$ cat config.mk
export PLATFORM = sky130hd
export DESIGN_NAME = pin_route_matrix
export DESIGN_NICKNAME = d
export VERILOG_FILES = /design/src/rtl/prm_pkg.sv /design/src/rtl/prm_cfg_regs.sv /design/src/rtl/prm_sync.sv /design/src/rtl/prm_route.sv /design/src/rtl/prm_edge.sv /design/src/rtl/pin_route_matrix.sv
export SDC_FILE = /design/constraint.sdc
export NUM_CORES = 1
export LEC_CHECK = 0
export CAP_MARGIN = 20
export CORE_MARGIN = 2
export CORE_UTILIZATION = 45
export DETAILED_ROUTE_END_ITERATION = 10
export PLACE_DENSITY_LB_ADDON = 0.08
export SYNTH_ARGS = -nofsm -noshare
export SYNTH_HDL_FRONTEND = slang
export SYNTH_HIERARCHICAL = 1
export SYNTH_SLANG_ARGS = --single-unit
$ cat constraint.sdc
create_clock -name clk -period 3.7 [get_ports clk]
set_clock_uncertainty 0.05 [all_clocks]
set_input_delay 0.925 -clock clk [delete_from_list [all_inputs] [get_ports clk]]
set_output_delay 0.925 -clock clk [all_outputs]
set_load 0.005 [all_outputs]
$ cat src/rtl/prm_pkg.sv
package prm_pkg;
  localparam int SEL_W = 3;

  typedef enum logic [SEL_W-1:0] {
    RS_NONE    = 3'd0,
    RS_RSVD    = 3'd1,
    RS_CNT0    = 3'd2,
    RS_CNT1    = 3'd3,
    RS_HI_RISE = 3'd4,
    RS_LO_RISE = 3'd5,
    RS_HI_FALL = 3'd6,
    RS_LO_FALL = 3'd7
  } route_sel_e;
endpackage

$ cat src/rtl/prm_cfg_regs.sv
module prm_cfg_regs
  import prm_pkg::*;
#(
  parameter int NUM_PINS = 12,
  parameter int ADDR_W   = 3
) (
  input  logic                           clk,
  input  logic                           rst_n,
  input  logic                           wr_i,
  input  logic [ADDR_W-1:0]              addr_i,
  input  logic [7:0]                     wdata_i,
  output logic [7:0]                     rdata_o,
  output logic [NUM_PINS-1:0][SEL_W-1:0] sel_o,
  output logic [NUM_PINS-1:0]            dir_o
);
  localparam int SEL_BYTES = (NUM_PINS + 1) / 2;

  logic [NUM_PINS-1:0][SEL_W-1:0] sel_q;
  logic [NUM_PINS-1:0]            dir_q;
  logic                           unused_wbits;

  assign unused_wbits = ^{wdata_i[3], wdata_i[7]};

  for (genvar i = 0; i < NUM_PINS; i++) begin : g_pin
    localparam logic [ADDR_W-1:0] SEL_ADDR = ADDR_W'(i / 2);
    localparam logic [ADDR_W-1:0] DIR_ADDR = ADDR_W'(SEL_BYTES + i / 8);
    localparam int                LSB      = (i % 2) * 4;

    always_ff @(posedge clk or negedge rst_n) begin
      if (!rst_n) begin
        sel_q[i] <= '0;
        dir_q[i] <= 1'b0;
      end else if (wr_i) begin
        if (addr_i == SEL_ADDR) sel_q[i] <= wdata_i[LSB +: SEL_W];
        if (addr_i == DIR_ADDR) dir_q[i] <= wdata_i[i % 8];
      end
    end
  end

  always_comb begin
    rdata_o = '0;
    for (int i = 0; i < NUM_PINS; i++) begin
      if (addr_i == ADDR_W'(i / 2))
        rdata_o[(i % 2) * 4 +: SEL_W] = sel_q[i];
      if (addr_i == ADDR_W'(SEL_BYTES + i / 8))
        rdata_o[i % 8] = dir_q[i];
    end
  end

  assign sel_o = sel_q;
  assign dir_o = dir_q;


  gap_bits_zero_chk: assert property (@(posedge clk) disable iff (!rst_n)
    (addr_i < ADDR_W'(SEL_BYTES)) |-> (rdata_o[3] == 1'b0 && rdata_o[7] == 1'b0));


  hold_without_write_chk: assert property (@(posedge clk) disable iff (!rst_n)
    !wr_i |=> ($stable(sel_q) && $stable(dir_q)));
endmodule

$ cat src/rtl/prm_sync.sv
module prm_sync #(
  parameter int W      = 12,
  parameter int STAGES = 2
) (
  input  logic         clk,
  input  logic         rst_n,
  input  logic [W-1:0] d_i,
  output logic [W-1:0] q_o
);
  logic [STAGES-1:0][W-1:0] stg_q;

  always_ff @(posedge clk or negedge rst_n) begin
    if (!rst_n) stg_q <= '0;
    else        stg_q <= {stg_q[STAGES-2:0], d_i};
  end

  assign q_o = stg_q[STAGES-1];

  for (genvar k = 1; k < STAGES; k++) begin : g_chk

    stage_shift_chk: assert property (@(posedge clk) disable iff (!rst_n)
      stg_q[k] == $past(stg_q[k-1]));
  end
endmodule

$ cat src/rtl/prm_route.sv
module prm_route
  import prm_pkg::*;
#(
  parameter int NUM_PINS = 12
) (
  input  logic [NUM_PINS-1:0][SEL_W-1:0] sel_i,
  input  logic [NUM_PINS-1:0]            dir_i,
  input  logic [NUM_PINS-1:0]            pin_s_i,
  output logic                           cnt0_o,
  output logic                           cnt1_o,
  output logic                           lvl_hi_o,
  output logic                           lvl_lo_o,
  output logic [NUM_PINS-1:0]            oe_o
);
  always_comb begin
    cnt0_o   = 1'b0;
    cnt1_o   = 1'b0;
    lvl_hi_o = 1'b0;
    lvl_lo_o = 1'b0;
    for (int i = 0; i < NUM_PINS; i++) begin
      case (route_sel_e'(sel_i[i]))
        RS_CNT0:    cnt0_o   = cnt0_o   |  pin_s_i[i];
        RS_CNT1:    cnt1_o   = cnt1_o   |  pin_s_i[i];
        RS_HI_RISE: lvl_hi_o = lvl_hi_o |  pin_s_i[i];
        RS_LO_RISE: lvl_lo_o = lvl_lo_o |  pin_s_i[i];
        RS_HI_FALL: lvl_hi_o = lvl_hi_o | ~pin_s_i[i];
        RS_LO_FALL: lvl_lo_o = lvl_lo_o | ~pin_s_i[i];
        default: ;
      endcase
    end
  end

  for (genvar i = 0; i < NUM_PINS; i++) begin : g_oe
    assign oe_o[i] = dir_i[i] & (sel_i[i] == RS_NONE);
  end
endmodule

$ cat src/rtl/prm_edge.sv
module prm_edge #(
  parameter int W = 2
) (
  input  logic         clk,
  input  logic         rst_n,
  input  logic [W-1:0] lvl_i,
  output logic [W-1:0] pulse_o
);
  logic [W-1:0] lvl_q;

  always_ff @(posedge clk or negedge rst_n) begin
    if (!rst_n) lvl_q <= '0;
    else        lvl_q <= lvl_i;
  end

  assign pulse_o = lvl_i & ~lvl_q;

  for (genvar j = 0; j < W; j++) begin : g_chk

    single_cycle_pulse_chk: assert property (@(posedge clk) disable iff (!rst_n)
      pulse_o[j] |=> !pulse_o[j]);
  end
endmodule

$ cat src/rtl/pin_route_matrix.sv
module pin_route_matrix
  import prm_pkg::*;
#(
  parameter int NUM_PINS    = 12,
  parameter int ADDR_W      = 3,
  parameter int SYNC_STAGES = 2
) (
  input  logic                clk,
  input  logic                rst_n,
  input  logic [NUM_PINS-1:0] pin_i,
  input  logic                cfg_wr_i,
  input  logic [ADDR_W-1:0]   cfg_addr_i,
  input  logic [7:0]          cfg_wdata_i,
  output logic [7:0]          cfg_rdata_o,
  output logic                cnt0_clk_o,
  output logic                cnt1_clk_o,
  output logic                irq_hi_o,
  output logic                irq_lo_o,
  output logic [NUM_PINS-1:0] pin_oe_o
);
  logic [NUM_PINS-1:0][SEL_W-1:0] sel;
  logic [NUM_PINS-1:0]            dir;
  logic [NUM_PINS-1:0]            pin_s;
  logic                           lvl_hi, lvl_lo;
  logic [1:0]                     pulses;

  prm_cfg_regs #(.NUM_PINS(NUM_PINS), .ADDR_W(ADDR_W)) u_cfg (
    .clk(clk), .rst_n(rst_n), .wr_i(cfg_wr_i), .addr_i(cfg_addr_i),
    .wdata_i(cfg_wdata_i), .rdata_o(cfg_rdata_o), .sel_o(sel), .dir_o(dir)
  );

  prm_sync #(.W(NUM_PINS), .STAGES(SYNC_STAGES)) u_sync (
    .clk(clk), .rst_n(rst_n), .d_i(pin_i), .q_o(pin_s)
  );

  prm_route #(.NUM_PINS(NUM_PINS)) u_route (
    .sel_i(sel), .dir_i(dir), .pin_s_i(pin_s),
    .cnt0_o(cnt0_clk_o), .cnt1_o(cnt1_clk_o),
    .lvl_hi_o(lvl_hi), .lvl_lo_o(lvl_lo), .oe_o(pin_oe_o)
  );

  prm_edge #(.W(2)) u_edge (
    .clk(clk), .rst_n(rst_n), .lvl_i({lvl_lo, lvl_hi}), .pulse_o(pulses)
  );

  assign irq_hi_o = pulses[0];
  assign irq_lo_o = pulses[1];
endmodule

# Word level (Yosys, flattened, before mapping)
# Index checks and enable logic that the tools add are counted.
[word_totals] ff_bits=74 inputBits=26 out_inout_bits=24 elab_cells=291
[classes] eq_ne=79 n_mux=72 n_bitwise=92 reduce_logical=21
[op_table] operator="$eq A3 B3 Y1 const B" n=52
[op_table] operator="$eq A3 B2 Y1 const B" n=26
[op_table] operator="$or A1 B1 Y1" n=66
[op_table] operator="$pmux W1 S2" n=24
[op_table] operator="$logic_not A3 Y1" n=13
[op_table] operator="$mux W1" n=36
[op_table] operator="$mux W3" n=12
[op_table] operator="$reduce_and A2 Y1" n=8
[op_table] operator="$and A1 B1 Y1" n=12
[op_table] operator="$not A1 Y1" n=12
[op_table] operator="$eq A3 B1 Y1 const B" n=1
[op_table] operator="$and A2 B2 Y2" n=1
[op_table] operator="$not A2 Y2" n=1

# Longest topological paths before layout
# Gate-level depths: netlist (run 1).
[depth] ltp_word=25 ltp_mapped=6 depth_no_buf=5

# Hierarchy
# The synthesis (run 1) kept the hierarchy.
[modules_own_cells] mod="prm_cfg_regs" instances=1 cells_per_inst=190 area_per_inst_um2=2427.3 seq_area_each_um2=1201.2
[modules_own_cells] mod="prm_sync" instances=1 cells_per_inst=36 area_per_inst_um2=690.7 seq_area_each_um2=600.6
[modules_own_cells] mod="prm_route" instances=1 cells_per_inst=98 area_per_inst_um2=665.6 seq_area_each_um2=0.0
[modules_own_cells] mod="prm_edge" instances=1 cells_per_inst=4 area_per_inst_um2=77.6 seq_area_each_um2=50.0

# Worst setup path after synthesis (run 1)
# No wires, ideal clock.
[synth_path] kind="input-to-output" startpoint="input port cfg_addr_i[1]" endpoint="output port cfg_rdata_o[1]" arrival_time_ns=1.786 required_time_ns=2.725 slack_ns=0.939 path_stages=5 n_path_buf=1 cell_sequence="buf_4 -> nor4b_1 -> a31oi_1 -> a21oi_1 -> o221a_2"
[synth_via] elab_chain_len=9 word_cells_on_any_way=16 classes_between="eq/ne: 7; mux: 8; reduce/logical: 1"
[synth_lines] item="start, declared" line="pin_route_matrix.sv:12" text="input logic [ADDR_W-1:0] cfg_addr_i,"
[synth_lines] item="$logic_not A3 Y1" line="prm_cfg_regs.sv:43" text="if (addr_i == ADDR_W'(i / 2))"
[synth_lines] item="$mux W3" line="prm_cfg_regs.sv:43"
[synth_lines] item="$mux W1" line="prm_cfg_regs.sv:45" text="if (addr_i == ADDR_W'(SEL_BYTES + i / 8))"
[synth_lines] item="$mux W3 (4 in series)" line="prm_cfg_regs.sv:43"
[synth_lines] item="$mux W1" line="prm_cfg_regs.sv:45"
[synth_lines] item="$mux W3 (*)" line="prm_cfg_regs.sv:43"
[synth_lines] item="end, declared" line="pin_route_matrix.sv:14" text="output logic [7:0] cfg_rdata_o,"
# Every way passes the cells marked *; elsewhere a longest branch is shown, timed or not.

# Worst setup path after layout (run 1)
# Ends and elaborated chain as after synthesis.

==> impl_results.md, run 1 <==
- Clock buffer depth: 2
- Worst-margin pin slew: 0.926 ns
- Commonest cells in the netlist: dfrtp_1, mux2_2, nand2_1
- Async set-or-reset flop fraction in the synthesized netlist: 1.00
- Initial antenna violation count: 0
- Fin. Hold Viols: 0
- Hold Path Class: reg -> reg
- Critical path data required time: 2.72 ns
- Post-synthesis cell count: 328
- Layout cells sized above 1: 0.269
- Vias in the first global route: 2851
- TNS Setup: 0 ns
- Status: completed
- Total Wirelength: 9790 µm
- Relative slew slack: 0.383
- Die X: 96.6 µm
- Hpwl dp: 7000 µm
- Mapped cell area: 3860 µm²
- Endpoint type of the worst setup path: output pin
- Peak VDD IR: 354 µV
- DRC viols: 0
- Chip Height: 96.6 µm
- 1st-iter DRT viols: 220
- Final worst path period share: 0.969
- Leakage: 0.00197 µW
- Cell taking the most area after synthesis: dfrtp_1
- YS warnings: 6
- Vias: 2845
- I/O pins: 50
- TritonCTS clock tree: done
- Diode count: 0
- Avg WL per Cell: 19.6 µm
- Post-CTS Setup Repair Bufs: 0
- Post-layout min period: 3.58 ns
- Synth Net Count: 354
- Gr ovfl total: 0
- Seq/Total Area, Yosys: 0.480
- Final nets: 415
- Reg clk slew, reported paths: 0.07 ns
- Final GP Congestion: 0.903
- FMAX: 0.279 GHz
- Die ar.: 9340 µm²
- RSZ-0062 raised after global routing: false
- Final Non-Filler Cells: 499
- PwrDens: 518 nW/µm²
- First-pass detailed-route iteration total: 4
- Clock root cell: clkbuf_8
- Post-DRT Antenna Nets: 0
- Core Footprint: 8260 µm²
- Starting density of the core: 0.468
- Pwr Total: 2450 µW
- Utilization after layout: 0.574
- Synth cell types: 47
- Total clock sinks: 74
- Synth-to-Final Area Change: 22.7%
- CP Max Fanout: 6
- Syn_area_per_cell: 11.8 µm²
- Port bufs: 49
- EDFF count, synth: 0
- Path type of the worst setup path: in -> out
- Max-cap viol count: 0
- Fin. max-slew vios: 0
- CP Launch Type: input pin
- Largest net degree at the start of global routing: 75
- Main synth FF type: dfrtp_1
- Skew-Pair Late Insertion Delay: 0.36 ns
- Row cnt: 33
- Routed vias/inst: 5.70
- CP arrival: 2.61 ns
- # placed instances: 482
- CTS buffer count: 9
- Synth area leaders: dfrtp_1, mux2_2, nor4b_1
- Top-area cell type share of the netlist area: 0.480
- Top-count cell post-synth: dfrtp_1
- Final setup fails: 0
- Synthesized flop and latch total: 74
- Total global-route track usage: 0.220
- H-tree depth: 3
- First-pass GRT wire length: 15900 µm
-- path summary, 6_finish.rpt --
kind	startpoint	end	slack, ns	cells past startpoint
worst max-delay path	cfg_addr_i[1]	cfg_rdata_o[1]	0.12	7
worst min-delay path	u_sync/stg_q[0]	u_sync/q_o[0]	0.30	0
worst max register to register	u_cfg/sel_o[19]	u_edge/lvl_q[0]	2.00	4
worst min register to register	u_sync/stg_q[0]	u_sync/q_o[0]	0.30	0
max in group asynchronous	rst_n	u_sync/q_o[0]	2.34	1
min in group asynchronous	rst_n	u_cfg/sel_o[7]	0.63	1
-- area by class of cell --
class,count,area [µm²]
inverter,4,15.0
sequential,74,1850
clock buffer,10,138
tap,105,131
clock inverter,6,72.6
timing repair buffer,72,672
fill,737,3520
multi-input combinational,228,1860
-- through the flow --
| stage | hold WS [ns] | setup slack [ns] | instance area, µm² |
|---|---|---|---|
| floorplan | 0.281 | 0.939 | 3860 |
| global placement | 0.282 | -0.117 | 4500 |
| detailed placement | 0.285 | -0.163 | 4500 |
| CTS | 0.298 | 0.122 | 4740 |
| global route | 0.300 | 0.0355 | 4740 |
| finish | 0.300 | 0.116 | 4740 |
-- worst max-delay path, cell delays in order --
cell	delay, ns
dlygate4sd2_1	0.35
buf_4	0.21
nor2b_1	0.05
o21ai_0	0.24
a21oi_1	0.11
o221a_2	0.28
clkdlybuf4s50_1	0.44
-- registers in the layout (all words and copies together) (netlist names) --
signal	cells
u_cfg/dir_o	12
u_edge/lvl_q	2
u_sync/q_o	12
u_sync/stg_q	12
u_cfg/sel_o	36
-- timing repair --
action	CTS	global route
gates resized for setup	11	0
setup endpoints to repair	6	0
hold buffers	0	0
-- kinds of logic after synthesis --
family                    after synthesis  synth area share
muxes                                  59             0.178
AOI/OAI and AO/OA                      33            0.0580
and+or+nand+nor                       124             0.212
buffers and inverters                  26            0.0450
xor gates and xnor gates               12            0.0272
DFF                                    74             0.480
-- layout by cell type, fill, tap and decap left out, types with 3 or more instances in the layout --
| cell | synthesis | final |
|---|---|---|
| dlygate4sd2_1 | 0 | 5 |
| clkbuf_8 | 0 | 10 |
| clkdlybuf4s50_1 | 0 | 43 |
| nor2b_4 | 4 | 4 |
| a21oi_1 | 4 | 4 |
| nor2_1 | 14 | 14 |
| nand2b_1 | 3 | 3 |
| nor4b_1 | 13 | 12 |
| nor3_4 | 3 | 3 |
| nand4_1 | 9 | 9 |
| nand2_1 | 20 | 20 |
| nor2b_1 | 4 | 4 |
| nand3b_1 | 8 | 8 |
| nand4b_1 | 10 | 10 |
| o22ai_1 | 4 | 4 |
| xor2_1 | 12 | 12 |
| inv_1 | 4 | 4 |
| mux2i_1 | 8 | 8 |
| o21ai_0 | 9 | 8 |
| mux2_4 | 6 | 6 |
| mux2_2 | 44 | 44 |
| dfrtp_1 | 74 | 74 |
| nand3_1 | 14 | 14 |
| nor3_1 | 8 | 8 |
| buf_4 | 15 | 20 |
-- power breakdown --
part           internal [µW]  total (µW)  switching [µW]
sequential               947        1160             215
clock                    337         656             320
combinational            387         635             248
total                   1670        2450             783
-- layer usage --
metal  up-vias  routed length, µm  part of all wire  global-route usage
met1      1427               4530              0.46               0.321
met4         0                 76            0.0078              0.0553
met2        83               4560              0.47               0.331
met5         -                  0                 0                   0
met3         6                623             0.064              0.0535
li1       1329                  -                 -                   -
Power figures use the tool's default switching activity.
==> run 2: changes to the inputs <==
PLACE_DENSITY_LB_ADDON = 0.15   (was 0.08)
RECOVER_POWER = 100   (was unset)
==> run 2 against run 1 <==
The run now ends with max-capacitance violations, max-slew violations left. Register-to-register slack improved by 0.08 ns. Count of clock-buffer cells in the layout is 1 lower. Cell count decreased by 0.80%. Critical path type unchanged. Critical endpoint unchanged. Highest routed layer unchanged.
==> impl_results.md, run 2 (same netlist as run 1, synthesis figures left out) <==
- Row cnt: 33
- Layout cells sized above 1: 0.223
- Total clock sinks: 74
- Worst-margin pin slew: 1.79 ns
- CP Launch Type: input pin
- Vias: 2831
- CTS buffer count: 9
- RSZ-0062 raised after global routing: false
- Routed vias/inst: 5.72
- CP Max Fanout: 20
- Hpwl dp: 7030 µm
- Max-cap viol count: 1
- Clock root cell: clkbuf_8
- Synth-to-Final Area Change: 21.2%
- Vias in the first global route: 2807
- 1st-iter DRT viols: 169
- Post-DRT Antenna Nets: 0
- Commonest non-fill, non-tap cells in the layout: dfrtp_1, mux2_2, dlygate4sd3_1, nand2_1, nand3_1
- Worst Hold Depth: 0
- Status: finished, violations left
- Gr ovfl total: 0
- Hold Path Class: reg -> reg
- Critical path data required time: 2.72 ns
- Largest net degree at the start of global routing: 75
- Final nets: 412
- Avg WL per Cell: 20.1 µm
- Most common cell after layout, fill and taps aside: dfrtp_1
- Die X: 96.6 µm
- TNS Setup: 0 ns
- Setup WS post-layout: 0.109 ns
- Final GP Congestion: 0.865
- Leakage: 0.00198 µW
- FMAX: 0.278 GHz
- DRC viols: 0
- Relative slew slack: -0.190
- Fin. Hold Viols: 0
- TritonCTS clock tree: done
- Setup WS pre-CTS: -0.169 ns
- Endpoint type of the worst setup path: output pin
- I/O pins: 50
- # placed instances: 479
- Clock buffer depth: 2
- Filler instances: 712
- Final worst path period share: 0.971
- FF+latch area: 1850 µm²
- H-tree depth: 3
- Total Wirelength: 9930 µm
- Fin. max-slew vios: 75
- Post-layout min period: 3.59 ns
- Diode count: 0
- Core Footprint: 8260 µm²
- PwrDens: 538 nW/µm²
- First-pass GRT wire length: 16200 µm
- Final Non-Filler Cells: 495
- First-pass detailed-route iteration total: 4
- CP arrival: 2.62 ns
- Path type of the worst setup path: in -> out
- Initial antenna violation count: 0
- Starting density of the core: 0.468
- Violated checks: max-capacitance violations, max-slew violations
- Reg clk slew, reported paths: 0.07 ns
- Multi-input logic area: 1760 µm²
- Peak VDD IR: 290 µV
- Max reg flops: 36
- Skew-Pair Late Insertion Delay: 0.35 ns
- Port bufs: 49
- R2R depth: 4
- Die ar.: 9340 µm²
- Total global-route track usage: 0.222
- Final setup fails: 0
- Chip Height: 96.6 µm
==> run 2: final cells by class <==
cell class / count / share of cell area
clock buffers: 9 / 0.0265
well taps: 105 / 0.0281
clock inverters: 6 / 0.0246
multi-input cells: 228 / 0.376
flip-flops and latches: 74 / 0.396
repair buffers: 69 / 0.146
inverters: 4 / 0.00321
==> run 2: timing repair <==
action | CTS | global route
resized for setup | 4 | 1
setup endpoints to repair | 6 | 1
setup buffers | 0 | 0
hold buffers | 0 | 0
gates cloned | 1 | 0
==> run 2: worst paths after layout <==
path | start | end | slack, ns
max in group asynchronous | rst_n | u_cfg/sel_o[23] | 1.55
min reg2reg | u_sync/stg_q[3] | u_sync/q_o[3] | 0.30
max | cfg_addr_i[0] | cfg_rdata_o[1] | 0.11
min | u_sync/stg_q[3] | u_sync/q_o[3] | 0.30
min in group asynchronous | rst_n | u_sync/stg_q[2] | 1.00
max reg2reg | u_cfg/sel_o[19] | u_edge/lvl_q[0] | 2.08
==> run 2: critical path: stages <==
cell             delay (ns)
dlygate4sd2_1          0.30
buf_12                 0.18
nor4b_2                0.24
a31oi_1                0.09
a21oi_1                0.18
o221a_2                0.21
clkdlybuf4s50_1        0.49
==> run 2: per-layer routing <==
| metal | GRT usage | up-vias | wire length [µm] | share of wire |
|---|---|---|---|---|
| met2 | 0.345 | 88 | 4640 | 0.47 |
| li1 | - | 1327 | - | - |
| met3 | 0.0419 | 16 | 543 | 0.055 |
| met1 | 0.321 | 1400 | 4580 | 0.46 |
| met4 | 0.0607 | 0 | 158 | 0.016 |
| met5 | 0 | - | 0 | 0 |
==> run 2: through the flow <==
stage                      util  total power (µW)  instance area (µm²)  hold slack (ns)
after floorplan               -              1500                 3860            0.281
after global placement    0.544              1790                 4490            0.282
after detailed placement  0.544              1810                 4490            0.287
after CTS                 0.577              2570                 4760            0.305
after global routing      0.567              2660                 4680            0.311
final                     0.567              2520                 4680            0.303
==> run 2: power breakdown <==
| part | internal [µW] | switching (µW) |
|---|---|---|
| Clock | 447 | 305 |
| Sequential | 947 | 219 |
| Combinational | 360 | 240 |
| Total | 1750 | 763 |
